File: config.mk
export PLATFORM = sky130hd
export DESIGN_NAME = gcg_top
export DESIGN_NICKNAME = d
export VERILOG_FILES = /design/src/rtl/gcg_pkg.sv /design/src/rtl/gcg_lock.sv /design/src/rtl/gcg_commit.sv /design/src/rtl/gcg_cfg_bank.sv /design/src/rtl/gcg_rdmux.sv /design/src/rtl/gcg_top.sv
export SDC_FILE = /design/constraint.sdc
export NUM_CORES = 1
export LEC_CHECK = 0
export BUFFER_PORTS_ARGS = -buffer_cell sky130_fd_sc_hd__clkbuf_2
export CELL_PAD_IN_SITES_DETAIL_PLACEMENT = 1
export CELL_PAD_IN_SITES_GLOBAL_PLACEMENT = 2
export CORE_UTILIZATION = 23
export CTS_BUF_LIST = sky130_fd_sc_hd__clkbuf_16
export DETAILED_ROUTE_END_ITERATION = 6
export PLACE_DENSITY = 0.7
export SYNTH_ARGS = -nofsm -noshare
export SYNTH_HDL_FRONTEND = slang
export SYNTH_SLANG_ARGS = --single-unit
export TNS_END_PERCENT = 30
File: constraint.sdc
create_clock -name clk -period 1.17 [get_ports clk]
set_input_delay 0.0585 -clock clk [delete_from_list [all_inputs] [get_ports clk]]
set_output_delay 0.0585 -clock clk [all_outputs]
set_load 0.005 [all_outputs]
File: src/rtl/gcg_pkg.sv
`timescale 1ns/1ps
package gcg_pkg;

  // Register word addresses; the bus decode and readback depend on them.
  localparam int REG_AFSEL  = 0;
  localparam int REG_PULLUP = 1;
  localparam int REG_PULLDN = 2;
  localparam int REG_DEN    = 3;
  localparam int REG_LOCK   = 4;
  localparam int REG_COMMIT = 5;
  localparam int NCFG       = 4;

  // Bits of cur selected by en are replaced by nxt; others are kept.
  function automatic logic [31:0] masked_merge(input logic [31:0] cur,
                                               input logic [31:0] nxt,
                                               input logic [31:0] en);
    return (cur & ~en) | (nxt & en);
  endfunction

  // Commit value that results from a write: guarded bits take the data,
  // ordinary bits are forced high.
  function automatic logic [31:0] commit_value(input logic [31:0] data,
                                               input logic [31:0] guard);
    return (data & guard) | ~guard;
  endfunction

endpackage

File: src/rtl/gcg_lock.sv
`timescale 1ns/1ps
module gcg_lock #(
  parameter int          DATA_W = 32,
  parameter logic [31:0] KEY    = 32'h4C4F434B
) (
  input  logic              clk,
  input  logic              rst_n,
  input  logic              wr_lock,
  input  logic [DATA_W-1:0] wdata,
  output logic              locked,
  output logic              unlock_evt,
  output logic              relock_evt
);
  logic key_match;

  assign key_match  = (wdata == DATA_W'(KEY));
  assign unlock_evt = wr_lock & key_match;
  assign relock_evt = wr_lock & ~key_match;

  always_ff @(posedge clk or negedge rst_n) begin
    if (!rst_n)          locked <= 1'b1;
    else if (unlock_evt) locked <= 1'b0;
    else if (relock_evt) locked <= 1'b1;
  end
endmodule

File: src/rtl/gcg_commit.sv
`timescale 1ns/1ps
module gcg_commit #(
  parameter int               NPINS = 8,
  parameter logic [NPINS-1:0] GUARD = 8'h81
) (
  input  logic             clk,
  input  logic             rst_n,
  input  logic             wr_commit,
  input  logic             locked,
  input  logic [NPINS-1:0] wbits,
  output logic [NPINS-1:0] commit,
  output logic             commit_drop
);
  logic             take;
  logic [31:0]      merged;

  assign take        = wr_commit & ~locked;
  assign commit_drop = wr_commit & locked;
  assign merged      = gcg_pkg::commit_value(32'(wbits), 32'(GUARD));

  for (genvar i = 0; i < NPINS; i++) begin : g_bit
    if (GUARD[i]) begin : g_guarded
      logic bit_q;
      always_ff @(posedge clk or negedge rst_n) begin
        if (!rst_n)    bit_q <= 1'b0;
        else if (take) bit_q <= merged[i];
      end
      assign commit[i] = bit_q;
    end else begin : g_open
      assign commit[i] = 1'b1;
    end
  end
endmodule

File: src/rtl/gcg_cfg_bank.sv
`timescale 1ns/1ps
module gcg_cfg_bank #(
  parameter int NPINS = 8,
  parameter int NREG  = 4
) (
  input  logic                       clk,
  input  logic                       rst_n,
  input  logic [NREG-1:0]            wr_sel,
  input  logic [NPINS-1:0]           commit,
  input  logic [NPINS-1:0]           wbits,
  output logic [NREG-1:0][NPINS-1:0] q
);
  logic [31:0] nxt [NREG];

  always_comb begin
    for (int g = 0; g < NREG; g++)
      nxt[g] = gcg_pkg::masked_merge(32'(q[g]), 32'(wbits), 32'(commit));
  end

  always_ff @(posedge clk or negedge rst_n) begin
    if (!rst_n) begin
      q <= '0;
    end else begin
      for (int g = 0; g < NREG; g++)
        if (wr_sel[g]) q[g] <= nxt[g][NPINS-1:0];
    end
  end
endmodule

File: src/rtl/gcg_rdmux.sv
`timescale 1ns/1ps
module gcg_rdmux #(
  parameter int NPINS  = 8,
  parameter int NREG   = 4,
  parameter int ADDR_W = 4,
  parameter int DATA_W = 32
) (
  input  logic [ADDR_W-1:0]          addr,
  input  logic [NREG-1:0][NPINS-1:0] cfg,
  input  logic                       locked,
  input  logic [NPINS-1:0]           commit,
  output logic [DATA_W-1:0]          rd_data
);
  always_comb begin
    rd_data = '0;
    if (addr < ADDR_W'(NREG))
      rd_data = DATA_W'(cfg[addr[$clog2(NREG)-1:0]]);
    else if (addr == ADDR_W'(gcg_pkg::REG_LOCK))
      rd_data = DATA_W'(locked);
    else if (addr == ADDR_W'(gcg_pkg::REG_COMMIT))
      rd_data = DATA_W'(commit);
  end
endmodule

File: src/rtl/gcg_top.sv
`timescale 1ns/1ps
module gcg_top #(
  parameter int               NPINS  = 8,
  parameter logic [NPINS-1:0] GUARD  = 8'h81,
  parameter int               ADDR_W = 4,
  parameter int               DATA_W = 32,
  parameter logic [31:0]      KEY    = 32'h4C4F434B
) (
  input  logic              clk,
  input  logic              rst_n,
  input  logic [ADDR_W-1:0] addr,
  input  logic              wr_en,
  input  logic [DATA_W-1:0] wdata,
  output logic [DATA_W-1:0] rd_data,
  output logic [NPINS-1:0]  cfg_afsel,
  output logic [NPINS-1:0]  cfg_pullup,
  output logic [NPINS-1:0]  cfg_pulldn,
  output logic [NPINS-1:0]  cfg_den
);
  localparam int NREG = gcg_pkg::NCFG;

  logic                       wr_lock, wr_commit;
  logic [NREG-1:0]            cfg_wr_sel;
  logic                       locked, unlock_evt, relock_evt, commit_drop;
  logic [NPINS-1:0]           commit;
  logic [NREG-1:0][NPINS-1:0] cfg_q;

  assign wr_lock   = wr_en && (addr == ADDR_W'(gcg_pkg::REG_LOCK));
  assign wr_commit = wr_en && (addr == ADDR_W'(gcg_pkg::REG_COMMIT));

  for (genvar r = 0; r < NREG; r++) begin : g_sel
    assign cfg_wr_sel[r] = wr_en && (addr == ADDR_W'(r));
  end

  gcg_lock #(.DATA_W(DATA_W), .KEY(KEY)) lock_i (
    .clk(clk), .rst_n(rst_n), .wr_lock(wr_lock), .wdata(wdata),
    .locked(locked), .unlock_evt(unlock_evt), .relock_evt(relock_evt)
  );

  gcg_commit #(.NPINS(NPINS), .GUARD(GUARD)) commit_i (
    .clk(clk), .rst_n(rst_n), .wr_commit(wr_commit), .locked(locked),
    .wbits(wdata[NPINS-1:0]), .commit(commit), .commit_drop(commit_drop)
  );

  gcg_cfg_bank #(.NPINS(NPINS), .NREG(NREG)) bank_i (
    .clk(clk), .rst_n(rst_n), .wr_sel(cfg_wr_sel), .commit(commit),
    .wbits(wdata[NPINS-1:0]), .q(cfg_q)
  );

  gcg_rdmux #(.NPINS(NPINS), .NREG(NREG), .ADDR_W(ADDR_W), .DATA_W(DATA_W)) rdmux_i (
    .addr(addr), .cfg(cfg_q), .locked(locked), .commit(commit), .rd_data(rd_data)
  );

  assign cfg_afsel  = cfg_q[gcg_pkg::REG_AFSEL];
  assign cfg_pullup = cfg_q[gcg_pkg::REG_PULLUP];
  assign cfg_pulldn = cfg_q[gcg_pkg::REG_PULLDN];
  assign cfg_den    = cfg_q[gcg_pkg::REG_DEN];
endmodule

==> qor.log <==
qor: run.maxCapViolCount 0
qor: timing.timing.final.hold_violations 0
qor: worst_hold_path.whs_path_depth 3
qor: finish.nFillCells 990
qor: pwr.cell_internal_pwr 2.86 mW
qor: worst_setup_path.worstPathBufferInverterCount 1
qor: timing.report.final.setup_viol 9
qor: timing.rsz0062_at_grt yes
qor: global_routing.grt_antenna_before_repair 0
qor: finish.instances_no_fill 434
qor: route.detailed_router_s_first_iteration_violation_count 37
qor: run_status.run_status complete, but fails checks
qor: placed_design.port_buffers 78
qor: worst_setup_path.timing.critical_path.required 1.11 ns
qor: synthesis.ys_top_cells_by_area dfrtp_1 (43%), nand2_1 (11%), mux2_2 (10%), buf_4 (9.4%), mux4_2 (9.0%)
qor: pwr.static-leakage-power 1.65 nW
qor: placed_design.placedInstanceArea 2820 um2
qor: global_routing.globalRouteTotalUtil 15.1%
qor: route.routed_wirelength 6590 um
qor: timing.fmax 668 MHz
qor: cts.clk_latency 0.28 ns
qor: synthesis.syn-instance-count 188
qor: worst_setup_path.reg2reg_from lock_i.locked
qor: route.drc_errors 0
qor: floorplan.rows 33
qor: route.wire_per_inst 15.2 um
qor: worst_setup_path.crit_path_top_delay_cell mux4_2
qor: worst_hold_path.min_to bank_i.q[14]
qor: worst_setup_path.worst_path_dominant_cell_family multiplexers
qor: timing.fin_worst_skew 0.00186 ns
qor: pwr.relative_contribution_of_combinational_cells_to_total_power 29.3%
qor: finish.final_cell_area 3030 um2
qor: pwr.seq_power_share 37.8%
qor: synthesis.yosys_warnings 0
qor: worst_setup_path.reg2reg_to commit_i.g_bit[0].g_guarded.bit_q
qor: timing.post-route-period-util 128%
qor: cts.cts-htree-levels 2
qor: pwr.vdd.ir_drop.worst 0.514 mV
qor: synthesis.post_synth.cell_area_avg 10.6 um2
qor: synthesis.synth_top_area_cell dfrtp_1
qor: worst_setup_path.timing.reg2reg.worst_path_depth 3
qor: synthesis.synth_top_flop_cell dfrtp_1
qor: pwr.power.share.clock 32.9%
qor: floorplan.num_io_pins 103
qor: synthesis.synthArstFlopShare 100%
qor: worst_setup_path.crit_type reg2out
qor: cts.number_of_buffers_created_by_cts 5
qor: placed_design.dpl.cell_count 420
qor: pwr.power 3.95 mW
qor: floorplan.die_w 95.2 um
qor: worst_setup_path.critical_path.max_stage_delay 0.46 ns
qor: worst_setup_path.timing.critical_path.cells mux4_2, mux2i_1, nor2_1, clkbuf_2
qor: cts.clock_sink_count 35
qor: timing.maxSlewViolCount 0
qor: synthesis.ys_ff_latch 35
qor: timing.min_period 1.50 ns
qor: finish.area_growth 51.7%
qor: cts.clockBufferDepth 2
qor: worst_hold_path.worst_hold_startpoint wdata[6]
qor: cts.clk_transition_reported_paths 0.06 ns
qor: pwr.swShare 27.5%
qor: synthesis.yosys.area.top_type_share 42.6%
qor: synthesis.synth.cell_area 2000 um2
qor: finish.post_route_cells_drive_above_1_share 56.2%
qor: synthesis.number_of_flops_mapped_to_enable_cells_by_yosys 0
qor: finish.finalNetCount 367
qor: floorplan.die_h 95.2 um
qor: global_routing.grt_most_used_layer met2
qor: pwr.switching_power 1.09 mW
qor: route.via_count 1,860
qor: global_routing.first_global_vias 1,872
qor: worst_setup_path.crit_fanout 2
qor: synthesis.ys_seq_area_share 43.9%
qor: cts.tritoncts done
qor: global_routing.grt_pass1_wl 10,000 um
qor: synthesis.ys_types 30
qor: placed_design.globalplace.congestion 0.748
qor: floorplan.placeableCoreArea 8300 um2
qor: floorplan.initial_utilization 24.1%
qor: cts.clock-root-buffer clkbuf_16
qor: pwr.power.density 1300 nW/um2
qor: placed_design.hpwl 5290 um
qor: worst_hold_path.worst_hold_path_class in2reg
qor: floorplan.dieArea 9060 um2
qor: global_routing.groute.layer.met1.usage 19.4%
qor: finish.mostFrequentLayoutCell clkbuf_2
qor: route.detail_route.first_pass.iterations 4
qor: timing.postLayoutSetupSlackWorst -0.326 ns
qor: global_routing.gr-total-overflow 0
qor: finish.num_antenna_cells 0
qor: worst_setup_path.timing.critical_path.arrival 1.44 ns
qor: worst_setup_path.endpoint_kind primary output
qor: global_routing.grt_max_degree 36
qor: route.ant_nets 0
qor: global_routing.grt_util_met2 25.4%
qor: route.routed_via_density 4.29
qor: run_status.failing_checks setup timing
qor: finish.mostFrequentLayoutCells clkbuf_2 (78), buf_4 (61), nand2_1 (55)
qor: worst_setup_path.worst_setup_path_start_kind register
qor: global_routing.met3_usage 3.19%
qor: worst_setup_path.r2r_setup_slack 0 ns
## Yosys cell counts, types with 2 or more instances
master    number
mux2i_1        2
dfrtp_1       34
buf_4         25
nand4_1        5
nor4bb_1       2
inv_1          2
nor2_1         3
nand2_1       58
nand3_1        2
mux4_2         8
buf_2          4
mux2_4         2
mux2_2        18
buf_6          2
nor4b_1        3
and4b_1        2
o21ai_0        3
## tightest hold or removal path, cell delays in order
cell      delay [ns]
clkbuf_2        0.12
nand2_1         0.06
nand2_1         0.04
## per-layer routing
metal / vias up / part of all wire [%]
met4: 0 / 1.5
met1: 922 / 43
met3: 9 / 4.2
met5: - / 0
met2: 49 / 52
li1: 880 / -
## power groups by stage
stage | registers (mW) | clock network [mW] | logic [mW]
2_1_floorplan | 1.55 | 0 | 0.394
3_3_place_gp | 1.51 | 0 | 1.09
3_5_place_dp | 1.51 | 0 | 1.13
4_1_cts | 1.49 | 1.34 | 1.16
5_1_grt | 1.51 | 1.39 | 1.27
6_report | 1.49 | 1.30 | 1.15
## timing repair
item                       4_1_cts  5_1_grt
setup endpoints to repair       10       10
pin swaps                       14        0
hold endpoints to repair        34        0
hold buffers                     1        0
setup buffers                    2        3
resized for setup                3        4
## stage by stage
stage / hold WS, ns / util [%] / TNS, ns / setup WS (ns)
finish: 0.0483 / 36.5 / -2.10 / -0.326
global route: 0.0669 / 36.5 / -2.67 / -0.403
CTS: 0.0439 / 36.1 / -2.25 / -0.348
detailed placement: 0.140 / 34.0 / -1.47 / -0.0891
global placement: 0.130 / 34.0 / -1.13 / -0.0760
floorplan: -0.237 / - / 0 / 0.0450
## cell type report
cell class                 instances  area (um2)  share of cell area (%)
tap                              105         131                    4.34
clock inverter                     3        20.0                   0.661
multi-input combinational        142         971                    32.0
inverter                           2        7.51                   0.248
clock buffer                       5         125                    4.13
timing repair buffer             142         898                    29.6
sequential                        35         877                    28.9
## worst max path at each step
stage               slack (ns)  cells past startpoint            to
floorplan                 0.04                      6      register
global placement         -0.08                      5  bank_i.q[17]
detailed placement       -0.09                      5  bank_i.q[18]
CTS                      -0.35                      4    rd_data[0]
global route             -0.40                      4    rd_data[0]
finish                   -0.33                      4    rd_data[0]
## cell families after synthesis
group	after synthesis	share of synthesized area (%)
simple gates	84	20.7
other cells	1	0.188
mux	30	21.7
compound gates	4	1.00
buf+inv	34	12.6
flops	35	43.9
No activity file was read; power rests on OpenSTA's default activity.
